<file path="config.mk">
export PLATFORM = sky130hd
export DESIGN_NAME = atapi_phase_ctrl
export DESIGN_NICKNAME = d
export VERILOG_FILES = /design/src/rtl/atapi_phase_pkg.sv /design/src/rtl/atapi_cdb_collect.sv /design/src/rtl/atapi_chunk_seq.sv /design/src/rtl/atapi_phase_ctrl.sv
export SDC_FILE = /design/constraint.sdc
export NUM_CORES = 1
export LEC_CHECK = 0
export ABC_AREA = 1
export BUFFER_PORTS_ARGS = -buffer_cell sky130_fd_sc_hd__buf_2
export CAP_MARGIN = 10
export CORE_MARGIN = 3
export CORE_UTILIZATION = 45
export DETAILED_ROUTE_END_ITERATION = 8
export HOLD_SLACK_MARGIN = 0.02
export PLACE_DENSITY = 0.66
export SLEW_MARGIN = 40
export SYNTH_ARGS = -nofsm -noshare
export SYNTH_HDL_FRONTEND = slang
export SYNTH_HIERARCHICAL = 1
export SYNTH_SLANG_ARGS = --single-unit
</file>
<file path="constraint.sdc">
create_clock -name clk -period 5.69 [get_ports clk]
set_clock_uncertainty 0.05 [all_clocks]
set_input_delay 0.569 -clock clk [delete_from_list [all_inputs] [get_ports clk]]
set_output_delay 0.569 -clock clk [all_outputs]
set_load 0.01 [all_outputs]
</file>
<file path="src/rtl/atapi_phase_pkg.sv">
package atapi_phase_pkg;

    typedef enum logic [2:0] {
        PH_IDLE,
        PH_CMD_OUT,
        PH_WAIT_RESP,
        PH_DATA_IN,
        PH_DONE
    } phase_e;

    localparam int          CDB_BYTES       = 12;
    localparam logic [7:0]  OP_RD_CAPACITY  = 8'h25;
    localparam logic [7:0]  OP_READ10       = 8'h28;
    localparam logic [7:0]  OP_MODE_SENSE10 = 8'h5A;

    typedef struct packed {
        phase_e phase;
        logic   irq;
        logic   req_valid;
        logic   abort;
    } ctrl_st_t;

    // Effective command length: 10-byte forms for three opcodes, else 12.
    function automatic logic [3:0] cdb_len(input logic [7:0] op);
        if (op == OP_RD_CAPACITY || op == OP_READ10 || op == OP_MODE_SENSE10)
            return 4'd10;
        return 4'd12;
    endfunction

endpackage

</file>
<file path="src/rtl/atapi_cdb_collect.sv">
module atapi_cdb_collect #(
    parameter int PKT_BYTES = 12
) (
    input  logic                   clk,
    input  logic                   rst_n,
    input  logic                   clear,
    input  logic                   wr_en,
    input  logic [7:0]             wr_byte,
    output logic                   full,
    output logic [PKT_BYTES*8-1:0] packet
);
    localparam int CNT_W = $clog2(PKT_BYTES + 1);

    typedef struct packed {
        logic [CNT_W-1:0]               count;
        logic [PKT_BYTES-1:0][7:0]      bytes;
    } col_st_t;

    col_st_t st_d, st_q;

    always_comb begin
        st_d = st_q;
        if (clear) begin
            st_d.count = '0;
        end else if (wr_en && (st_q.count < CNT_W'(PKT_BYTES))) begin
            st_d.bytes[st_q.count] = wr_byte;
            st_d.count             = st_q.count + 1'b1;
        end
    end

    always_ff @(posedge clk) begin
        if (!rst_n) st_q <= '0;
        else        st_q <= st_d;
    end

    assign full   = (st_q.count == CNT_W'(PKT_BYTES));
    assign packet = st_q.bytes;

    // the fill level never passes the packet size
    a_r2_count_cap: assert property (@(posedge clk) disable iff (!rst_n)
        st_q.count <= CNT_W'(PKT_BYTES));

endmodule

</file>
<file path="src/rtl/atapi_chunk_seq.sv">
module atapi_chunk_seq #(
    parameter int LEN_W     = 20,
    parameter int MAX_CHUNK = 32768
) (
    input  logic                                  clk,
    input  logic                                  rst_n,
    input  logic                                  clear,
    input  logic                                  load,
    input  logic [LEN_W-1:0]                      load_len,
    input  logic                                  rd_en,
    input  logic [2:0]                            rd_width,
    output logic [$clog2(MAX_CHUNK+1)-1:0]        chunk,
    output logic                                  ev_more,
    output logic                                  ev_end
);
    localparam int CW = $clog2(MAX_CHUNK + 1);
    localparam int RW = LEN_W + 1;

    typedef struct packed {
        logic [LEN_W-1:0] total;
        logic [RW-1:0]    recv;
        logic [CW-1:0]    chunk;
    } seq_st_t;

    seq_st_t st_d, st_q;
    logic [31:0] left;
    logic [RW-1:0] recv_n;

    function automatic logic [CW-1:0] clamp_len(input logic [RW-1:0] x);
        if (32'(x) > MAX_CHUNK) return CW'(MAX_CHUNK);
        return CW'(x);
    endfunction

    always_comb begin
        st_d    = st_q;
        ev_more = 1'b0;
        ev_end  = 1'b0;
        left    = (32'(st_q.chunk) > 32'(rd_width)) ?
                  (32'(st_q.chunk) - 32'(rd_width)) : 32'd0;
        recv_n  = st_q.recv + RW'(rd_width);
        if (clear) begin
            st_d = '0;
        end else if (load) begin
            st_d.total = load_len;
            st_d.recv  = '0;
            st_d.chunk = clamp_len({1'b0, load_len});
        end else if (rd_en) begin
            st_d.recv = recv_n;
            if (left == 32'd0) begin
                if (recv_n < {1'b0, st_q.total}) begin
                    st_d.chunk = clamp_len({1'b0, st_q.total} - recv_n);
                    ev_more    = 1'b1;
                end else begin
                    st_d.chunk = '0;
                    ev_end     = 1'b1;
                end
            end else begin
                st_d.chunk = CW'(left);
            end
        end
    end

    always_ff @(posedge clk) begin
        if (!rst_n) st_q <= '0;
        else        st_q <= st_d;
    end

    assign chunk = st_q.chunk;

    // a published chunk never exceeds the limit
    a_r8_chunk_cap: assert property (@(posedge clk) disable iff (!rst_n)
        32'(st_q.chunk) <= MAX_CHUNK);

endmodule

</file>
<file path="src/rtl/atapi_phase_ctrl.sv">
module atapi_phase_ctrl
    import atapi_phase_pkg::*;
#(
    parameter int LEN_W     = 20,
    parameter int MAX_CHUNK = 32768
) (
    input  logic              clk,
    input  logic              rst_n,
    input  logic              pkt_start,
    input  logic              wr_en,
    input  logic [7:0]        wr_byte,
    input  logic              rd_en,
    input  logic [2:0]        rd_width,
    output logic              req_valid,
    output logic [7:0]        req_opcode,
    output logic [3:0]        req_len,
    output logic [95:0]       req_packet,
    input  logic              resp_valid,
    input  logic              resp_has_data,
    input  logic [LEN_W-1:0]  resp_len,
    input  logic              resp_err,
    output logic              irq,
    output logic              active,
    output logic              drq,
    output logic              abort_err,
    output logic [1:0]        ireason,
    output logic [7:0]        bc_lo,
    output logic [7:0]        bc_hi
);
    localparam int CW = $clog2(MAX_CHUNK + 1);

    ctrl_st_t st_d, st_q;

    logic          col_clear, col_wr, col_full;
    logic          seq_clear, seq_load, seq_rd, seq_more, seq_end;
    logic [CW-1:0] seq_chunk;
    logic [15:0]   bc16;

    always_comb begin
        st_d           = st_q;
        st_d.irq       = 1'b0;
        st_d.req_valid = 1'b0;
        col_clear      = 1'b0;
        seq_clear      = 1'b0;
        seq_load       = 1'b0;
        if (pkt_start) begin
            st_d.phase = PH_CMD_OUT;
            st_d.abort = 1'b0;
            col_clear  = 1'b1;
            seq_clear  = 1'b1;
        end else begin
            unique case (st_q.phase)
                PH_CMD_OUT: if (col_full) begin
                    st_d.phase     = PH_WAIT_RESP;
                    st_d.req_valid = 1'b1;
                    col_clear      = 1'b1;
                end
                PH_WAIT_RESP: if (resp_valid) begin
                    st_d.irq = 1'b1;
                    if (resp_err) begin
                        st_d.abort = 1'b1;
                        st_d.phase = PH_DONE;
                    end else if (resp_has_data && (resp_len != '0)) begin
                        st_d.phase = PH_DATA_IN;
                        seq_load   = 1'b1;
                    end else begin
                        st_d.phase = PH_DONE;
                    end
                end
                PH_DATA_IN: begin
                    if (seq_end) begin
                        st_d.phase = PH_DONE;
                        st_d.irq   = 1'b1;
                    end else if (seq_more) begin
                        st_d.irq   = 1'b1;
                    end
                end
                default: ;
            endcase
        end
    end

    always_ff @(posedge clk) begin
        if (!rst_n) st_q <= '{phase: PH_IDLE, irq: 1'b0, req_valid: 1'b0, abort: 1'b0};
        else        st_q <= st_d;
    end

    assign col_wr = wr_en && !pkt_start && (st_q.phase == PH_CMD_OUT);
    assign seq_rd = rd_en && !pkt_start && (st_q.phase == PH_DATA_IN);

    atapi_cdb_collect #(.PKT_BYTES(CDB_BYTES)) u_collect (
        .clk     (clk),
        .rst_n   (rst_n),
        .clear   (col_clear),
        .wr_en   (col_wr),
        .wr_byte (wr_byte),
        .full    (col_full),
        .packet  (req_packet)
    );

    atapi_chunk_seq #(.LEN_W(LEN_W), .MAX_CHUNK(MAX_CHUNK)) u_seq (
        .clk      (clk),
        .rst_n    (rst_n),
        .clear    (seq_clear),
        .load     (seq_load),
        .load_len (resp_len),
        .rd_en    (seq_rd),
        .rd_width (rd_width),
        .chunk    (seq_chunk),
        .ev_more  (seq_more),
        .ev_end   (seq_end)
    );

    always_comb begin
        unique case (st_q.phase)
            PH_CMD_OUT, PH_WAIT_RESP: ireason = 2'b01;
            PH_DATA_IN:               ireason = 2'b10;
            PH_DONE:                  ireason = 2'b11;
            default:                  ireason = 2'b00;
        endcase
    end

    assign bc16       = 16'(seq_chunk);
    assign bc_lo      = bc16[7:0];
    assign bc_hi      = bc16[15:8];
    assign drq        = ((st_q.phase == PH_CMD_OUT) && !col_full) || (st_q.phase == PH_DATA_IN);
    assign active     = (st_q.phase != PH_IDLE);
    assign irq        = st_q.irq;
    assign abort_err  = st_q.abort;
    assign req_valid  = st_q.req_valid;
    assign req_opcode = req_packet[7:0];
    assign req_len    = cdb_len(req_opcode);

    // while in data-in the sequencer always holds a live chunk
    a_r4_datain_chunk: assert property (@(posedge clk) disable iff (!rst_n)
        (st_q.phase == PH_DATA_IN) |-> (seq_chunk != '0));
    // the abort flag is only seen in the completed phase
    a_r6_abort_in_done: assert property (@(posedge clk) disable iff (!rst_n)
        st_q.abort |-> (st_q.phase == PH_DONE));
    // opening a packet command raises no interrupt
    a_r1_start_quiet: assert property (@(posedge clk) disable iff (!rst_n)
        pkt_start |=> !irq);
    // the packet hand-off is a single-cycle pulse
    a_r2_req_pulse: assert property (@(posedge clk) disable iff (!rst_n)
        req_valid |=> !req_valid);
    // interrupts only accompany data-in or completion
    a_r10_irq_phase: assert property (@(posedge clk) disable iff (!rst_n)
        irq |-> (st_q.phase == PH_DATA_IN || st_q.phase == PH_DONE));

endmodule

</file>
==> key figures, run 1 <==
Run status
  – Status: completed

Clocking
  – Post-CTS Setup Bufs: 0
  – CTS sink cnt: 163
  – Worst-path clk slew: 0.07 ns
  – Max Buffers Root-to-Sink: 2
  – Cts hold-fix bufs: 0
  – Post-cts sizing count: 0
  – CTS tree: built
  – CTS buffer count: 17
  – CTS H-tree lvls: 4
  – Worst skew pair latency: roughly 0.43 ns
  – Clock root buffer: clkbuf_16

Timing
  – Pins Over Slew Limit: 0
  – Final setup fails: 0
  – Final hold slack: 0.3432 ns
  – RSZ-0062 raised after global routing: no
  – Final Critical Period: roughly 4.4 ns
  – Worst Max-Slew Pin Slew: around 0.77 ns
  – Fmax: around 230 MHz
  – Slew HR: around half
  – Setup TNS: 0 ns
  – Tcrit/Tclk final: 77.37%
  – Final-report hold violation count: 0

Global routing
  – Global route total overflow: 0
  – Initial antenna violation count: 0
  – Vias in the first global route: between 9000 and 10000
  – Pin count of the biggest net entering global routing: 99
  – GRT Overall Usage: 22.60%
  – First-pass GRT wire length: 48.09 mm

Placement
  – Routability Congestion: between 0.9 and 1
  – Port bufs: 167
  – Post-DP Area: 0.01106 mm2
  – DPL Wire Length: 22.65 mm

Final layout
  – Layout Nets: between 1500 and 2000
  – Diode count: 0
  – Area Overhead vs Synth: 6.527%
  – Fillers: 2492
  – Post-route cell area: 0.01168 mm2
  – Fraction of layout instances using a drive strength above 1: around 16%
  – Most frequent cells in the layout: nand2_1, nor2_1, inv_1, buf_2, dfxtp_1
  – Most common cell after layout, fill and taps aside: nand2_1

Setup path
  – Worst Path Arrival: about 4.7 ns
  – Critical path type: reg2reg
  – Endpoint type of the worst setup path: register
  – Critical path fanouts, max: 15
  – Startpoint Class: register
  – Worst Path Required: ~6.0 ns

Yosys
  – Top post-synthesis cells by area: dfxtp_1, nand2_1, nor2_1, buf_4, inv_1
  – Fraction of registers with async set/reset: 0%
  – Synth Net Count: roughly 1800
  – Synth area leader: dfxtp_1
  – Yosys warns: 6
  – Sequential share of the synthesized area: between 20 and 30%
  – Syn_area_per_cell: between 6 and 7 um2
  – Yosys cell types: 46
  – Cell Area, Synth: 0.01097 mm2
  – Ys flop type: dfxtp_1
  – Register bit count reported by yosys: 163
  – Cells after Synth: between 1500 and 2000
  – Yosys top cell area share: 29.76%
  – Count of flip-flops with a built-in enable after synthesis: 0

Floorplan
  – Initial core utilization: 46.30%
  – Core Footprint: 0.02368 mm2
  – Die footprint: approximately 0.026 mm2
  – Site Rows: 56
  – Top-Level Pins: between 150 and 200
  – Die Wd: ~160 um
  – Die Ht: 162.1 um

Routing
  – Highest routed layer: met4
  – DRT met1 WL: 14.68 mm
  – Met2 wire length: 12.84 mm
  – Mean routed wirelength per cell: ~14 um
  – ANT nets after route: 0
  – First-pass iteration count of the detailed router: 6
  – Wire length on met3: 2.235 mm
  – Via density: 4.981
  – DR vias: about 11000
  – DRC viols: 0
  – DR iter-0 viols: 1007
  – DRT Wirelength: about 30 mm

Power
  – VDD IR max: 135.9 uV
  – Leakage power: 6.366 nW
  – P per Cell Area: 216.3 mW/mm2

Min path
  – HP Class: in2reg

Job
  – Max-cap violations: 0
==> metal layers <==
| layer | vias up | GRT usage [%] |
|---|---|---|
| li1 | 5376 | - |
| met1 | 4746 | 32.79 |
| met2 | 341 | 33.84 |
| met3 | 37 | 4.591 |
| met4 | 0 | 6.708 |
| met5 | - | 0 |
==> stage by stage <==
step	total power (W)	util [%]	instances	setup WS (ns)
after CTS	0.002549	49.32	2108	1.343
after floorplan	0.001275	-	1761	1.799
after global routing	0.002616	49.32	2108	0.7631
after global placement	0.001330	46.68	2076	1.144
final	0.002527	49.32	2108	1.288
after detailed placement	0.001331	46.70	2076	1.025
==> power by group <==
group / switching [W] / total, W / internal, W
registers: 0.00000293 / 0.00115 / 0.00114
clock network: 0.000546 / 0.00122 / 0.000674
logic: 0.000115 / 0.000162 / 0.0000470
==> logic make-up (layout without fill, tap and decap cells) <==
kind of cell / Yosys count / in the layout / share of synthesized area [%]
simple gates: 997 / 997 / 39.35
buf+inv: 418 / 446 / 19.17
flops: 163 / 163 / 29.76
compound gates: 141 / 141 / 7.428
fa+ha+maj: 24 / 24 / 2.944
xor+xnor: 16 / 16 / 1.278
other cells: 2 / 2 / 0.06849
==> worst max-delay path, stage by stage, from the launching register on <==
cell and delay [ns]:
dfxtp_1 0.34, ha_1 0.23, inv_1 0.07, fa_1 0.38, inv_1 0.08, nand3_1 0.10
nand2_2 0.16, nand3_1 0.13, nor3_1 0.27, nand2_1 0.11, xor2_1 0.18, inv_1 0.07
ha_1 0.41, nand2_1 0.10, inv_1 0.06, nand4_1 0.15, nor2_1 0.16, nand3_1 0.12
nand4_1 0.10, nand2_1 0.06, inv_1 0.09, nand3_2 0.10, nor2_4 0.38, nand3_1 0.14
nand2_1 0.09, nand2_1 0.05, a21oi_1 0.14
==> sequential cells by signal, summed over array words and instances, names as in the netlist <==
register and cells:
req_valid 1, st_q 3, u_collect/packet 96, u_seq/chunk 16
abort_err 1, u_seq/st_q 41, u_collect/st_q 4, irq 1
==> path summary, 6_finish.rpt <==
check                                                 start                     endpoint  slack, ns  cells after the start
worst max-delay path            u_seq/st_q[16]$_SDFFE_PP0P_  u_seq/chunk[3]$_SDFFE_PP0P_       1.29                     26
worst min-delay path                               resp_err       abort_err$_SDFFE_PP0P_       0.34                      3
worst max register to register  u_seq/st_q[16]$_SDFFE_PP0P_  u_seq/chunk[3]$_SDFFE_PP0P_       1.29                     26
worst min register to register       abort_err$_SDFFE_PP0P_       abort_err$_SDFFE_PP0P_       0.42                      2
==> cells in the mapped netlist, types with 2 or more instances <==
library cell  instances
nand2_1             459
nor2_1              286
inv_1               230
dfxtp_1             163
nand3_1             147
buf_4               123
a21oi_1              51
o21ai_0              49
clkbuf_1             28
nand4_1              26
ha_1                 21
buf_2                17
nand3_2              13
xor2_1               13
a21oi_2              12
nor2_2               12
nor3_1               12
nand2_2              11
o211ai_1              8
o22ai_1               8
inv_2                 7
nor2_4                7
buf_1                 6
nor4_1                6
or2_2                 6
o31ai_1               4
buf_6                 3
fa_1                  3
nand3b_1              3
o21bai_1              3
xnor2_1               3
a41oi_1               2
clkinv_1              2
conb_1                2
nor2_8                2
nor3_2                2
o21ai_2               2
==> area by class of cell <==
class	instances	area (um2)	share of cell area, %
multi-input combinational	1180	5600	47.94
sequential	163	3263	27.93
timing repair buffer	175	899.6	7.701
inverter	239	897.1	7.680
clock buffer	18	429.2	3.674
tap	319	399.1	3.417
clock inverter	14	192.7	1.650
Note: power is estimated with default switching activity, not from simulation.
==> inputs of run 2 (changes only) <==
==> constraint.sdc (replaced) <==
create_clock -name clk -period 4.5 [get_ports clk]
set_clock_uncertainty 0.05 [all_clocks]
set_input_delay 0.45 -clock clk [delete_from_list [all_inputs] [get_ports clk]]
set_output_delay 0.45 -clock clk [all_outputs]
set_load 0.01 [all_outputs]
==> run 2 against run 1 <==
Against the previous run: cell area rose by 0.30%; maximum frequency rose by 10%; total power rose by 25%; largest cell class unchanged; cell count barely moved; clock power rose by 23%; critical path depth did not move; largest power group unchanged; wire length fell by 0.12%; sequential power rose by 26%; die area did not move; sequential share of layout area fell by 0.083 points.
==> key figures, run 2 (synthesis gave the netlist of run 1 again) <==
Routing
  – First-pass iteration count of the detailed router: 6
  – DR vias: about 10000
  – DR iter-0 viols: between 900 and 1000
  – Mean routed wirelength per cell: 14.35 um
  – DRT Wirelength: around 30 mm
  – ANT nets after route: 0
  – DRC viols: 0
  – Via density: 4.970

Setup path
  – Depth of the worst register-to-register path: 26
  – Endpoint type of the worst setup path: register
  – Slowest-stage cell, CP: fa_1
  – CP top delay family: simple AND/OR/NAND/NOR gates
  – Critical path type: reg2reg
  – CP dominant cell by count: nand2_1
  – CP Buf/Inv Count: 4
  – Crit Reg-Reg Endpoint: u_seq/chunk[1]$_SDFFE_PP0P_
  – Worst R2R Start: u_seq/st_q[16]$_SDFFE_PP0P_
  – Reg2Reg Setup Slack: a little over 0.5 ns
  – Startpoint Class: register
  – Critical path fanouts, max: 15
  – Worst Path Required: 4.81 ns
  – CP max stage delay: 0.38 ns
  – CP startpoint: u_seq/st_q[16]$_SDFFE_PP0P_
  – Worst Path Arrival: about 4.3 ns

Floorplan
  – Die footprint: between 0.02 and 0.03 mm2
  – Top-Level Pins: 170
  – Die Wd: approximately 160 um
  – Core Footprint: 0.02368 mm2
  – Die Ht: roughly 160 um
  – Site Rows: 56
  – Initial core utilization: about 46%

Final layout
  – Diode count: 0
  – Max reg flops: 96
  – Area Overhead vs Synth: 6.846%
  – Fraction of layout instances using a drive strength above 1: between 10% and 20%
  – Post-route cell area: between 0.01 and 0.015 mm2
  – Footprint of the multi-input gates: between 0.005 and 0.006 mm2
  – Fillers: 2559
  – Most common cell after layout, fill and taps aside: nand2_1
  – Layout Nets: ~1800
  – Reg area: 0.003263 mm2
  – Cell Count, Final, Fillers Out: 2110
  – Most frequent cells in the layout: nand2_1, nor2_1, inv_1, buf_2, dfxtp_1

Timing
  – Setup TNS: 0 ns
  – Pins Over Slew Limit: 0
  – Final hold slack: about 0.22 ns
  – Final Critical Period: about 4.0 ns
  – Final setup fails: 0
  – Setup ws final: about 0.51 ns
  – RSZ-0062 raised after global routing: no
  – Slew HR: between 40 and 50%
  – Tcrit/Tclk final: between 80% and 90%
  – Worst Max-Slew Pin Slew: 0.8346 ns
  – Fmax: 250.4 MHz
  – Final-report hold violation count: 0

Clocking
  – Clock root buffer: clkbuf_16
  – CTS buffer count: 17
  – CTS H-tree lvls: 4
  – CTS sink cnt: around 160
  – Worst skew pair latency: 0.43 ns
  – Worst-path clk slew: about 0.07 ns
  – CTS tree: built
  – Post-CTS Setup Bufs: 0
  – Cts hold-fix bufs: 0
  – Max Buffers Root-to-Sink: 2

Power
  – VDD IR max: approximately 210 uV
  – Logic gate share of total power: under 10%
  – Clock share of power: 47.6%
  – P_int: ~0.0023 W
  – P per Cell Area: 268.9 mW/mm2
  – Sw Ratio: between 20% and 30%
  – Sw Pwr: around 0.00084 W
  – Share of power burned in registers: 46.0%
  – Leakage power: approximately 6.4 nW

Global routing
  – Vias in the first global route: 9311
  – Pin count of the biggest net entering global routing: 99
  – GRT Overall Usage: around 23%
  – Global route total overflow: 0
  – Initial antenna violation count: 0
  – First-pass GRT wire length: roughly 48 mm

Placement
  – Pre-CTS WS: around 0.20 ns
  – Post-DP Area: 0.01110 mm2
  – Routability Congestion: about 0.96
  – Port bufs: 167
  – DPL Wire Length: 22.63 mm
  – Placed cells: a little over 2000

Min path
  – Hold Path End: abort_err$_SDFFE_PP0P_
  – Hold path cells: 3
  – HP Class: in2reg
  – HP Start: resp_err

Job
  – Max-cap violations: 0

Run status
  – Status: completed
==> run 2: worst max path at each step <==
stage                     slack (ns)                           to  cells after the start
after floorplan                 0.73  u_seq/chunk[6]$_SDFFE_PP0P_                     28
after global placement          0.32  u_seq/chunk[2]$_SDFFE_PP0P_                     28
after detailed placement        0.20  u_seq/chunk[1]$_SDFFE_PP0P_                     28
after CTS                       0.40  u_seq/chunk[1]$_SDFFE_PP0P_                     27
after global routing           0.009  u_seq/chunk[2]$_SDFFE_PP0P_                     27
final                           0.51  u_seq/chunk[1]$_SDFFE_PP0P_                     26
==> run 2: power by group through the flow <==
stage | logic (W) | registers [W] | clock network (W)
global placement | 0.000200 | 0.00148 | 0
global route | 0.000227 | 0.00145 | 0.00160
detailed placement | 0.000201 | 0.00148 | 0
CTS | 0.000202 | 0.00145 | 0.00154
floorplan | 0.000132 | 0.00148 | 0
finish | 0.000204 | 0.00145 | 0.00150
==> run 2: metal layers <==
metal,up-vias,GRT usage [%],share of wire (%)
met3,35,4.438,7.1
met5,-,0,0
met2,336,33.38,42
met4,0,6.437,1.7
li1,5375,-,-
met1,4741,33.20,49
==> run 2: repair_timing <==
action,4_1_cts,5_1_grt
resized for setup,0,3
setup endpoints to repair,0,15
hold endpoints to repair,0,0
==> run 2: metrics by stage <==
step / power (W) / utilization [%]
floorplan: 0.001612 / -
global placement: 0.001682 / 46.85
detailed placement: 0.001683 / 46.87
CTS: 0.003191 / 49.42
global route: 0.003271 / 49.47
finish: 0.003151 / 49.47
==> run 2: layout make-up <==
cell class	instances	area share [%]
repair buffers	177	8.020
multi-input cells	1180	47.91
clock buffers	18	3.748
flip-flops and latches	163	27.85
clock inverters	14	1.410
well taps	319	3.407
inverters	239	7.657
==> run 2: worst reg2reg max path, stage by stage (launching register included) <==
cell     delay (ns)
dfxtp_1        0.34
ha_1           0.22
inv_1          0.07
fa_1           0.38
inv_1          0.08
nand3_1        0.10
nand2_2        0.11
nand3_1        0.12
nor3_2         0.18
xor2_1         0.26
ha_1           0.33
a21oi_1        0.25
inv_1          0.07
nand4_1        0.10
nand2_1        0.06
a21oi_1        0.17
nand3_1        0.10
nand2_1        0.07
nand2_1        0.05
nor2_2         0.12
nand3_2        0.10
nor2_4         0.11
buf_12         0.15
nand3_1        0.08
nand2_1        0.06
nand2_1        0.05
a21oi_1        0.16
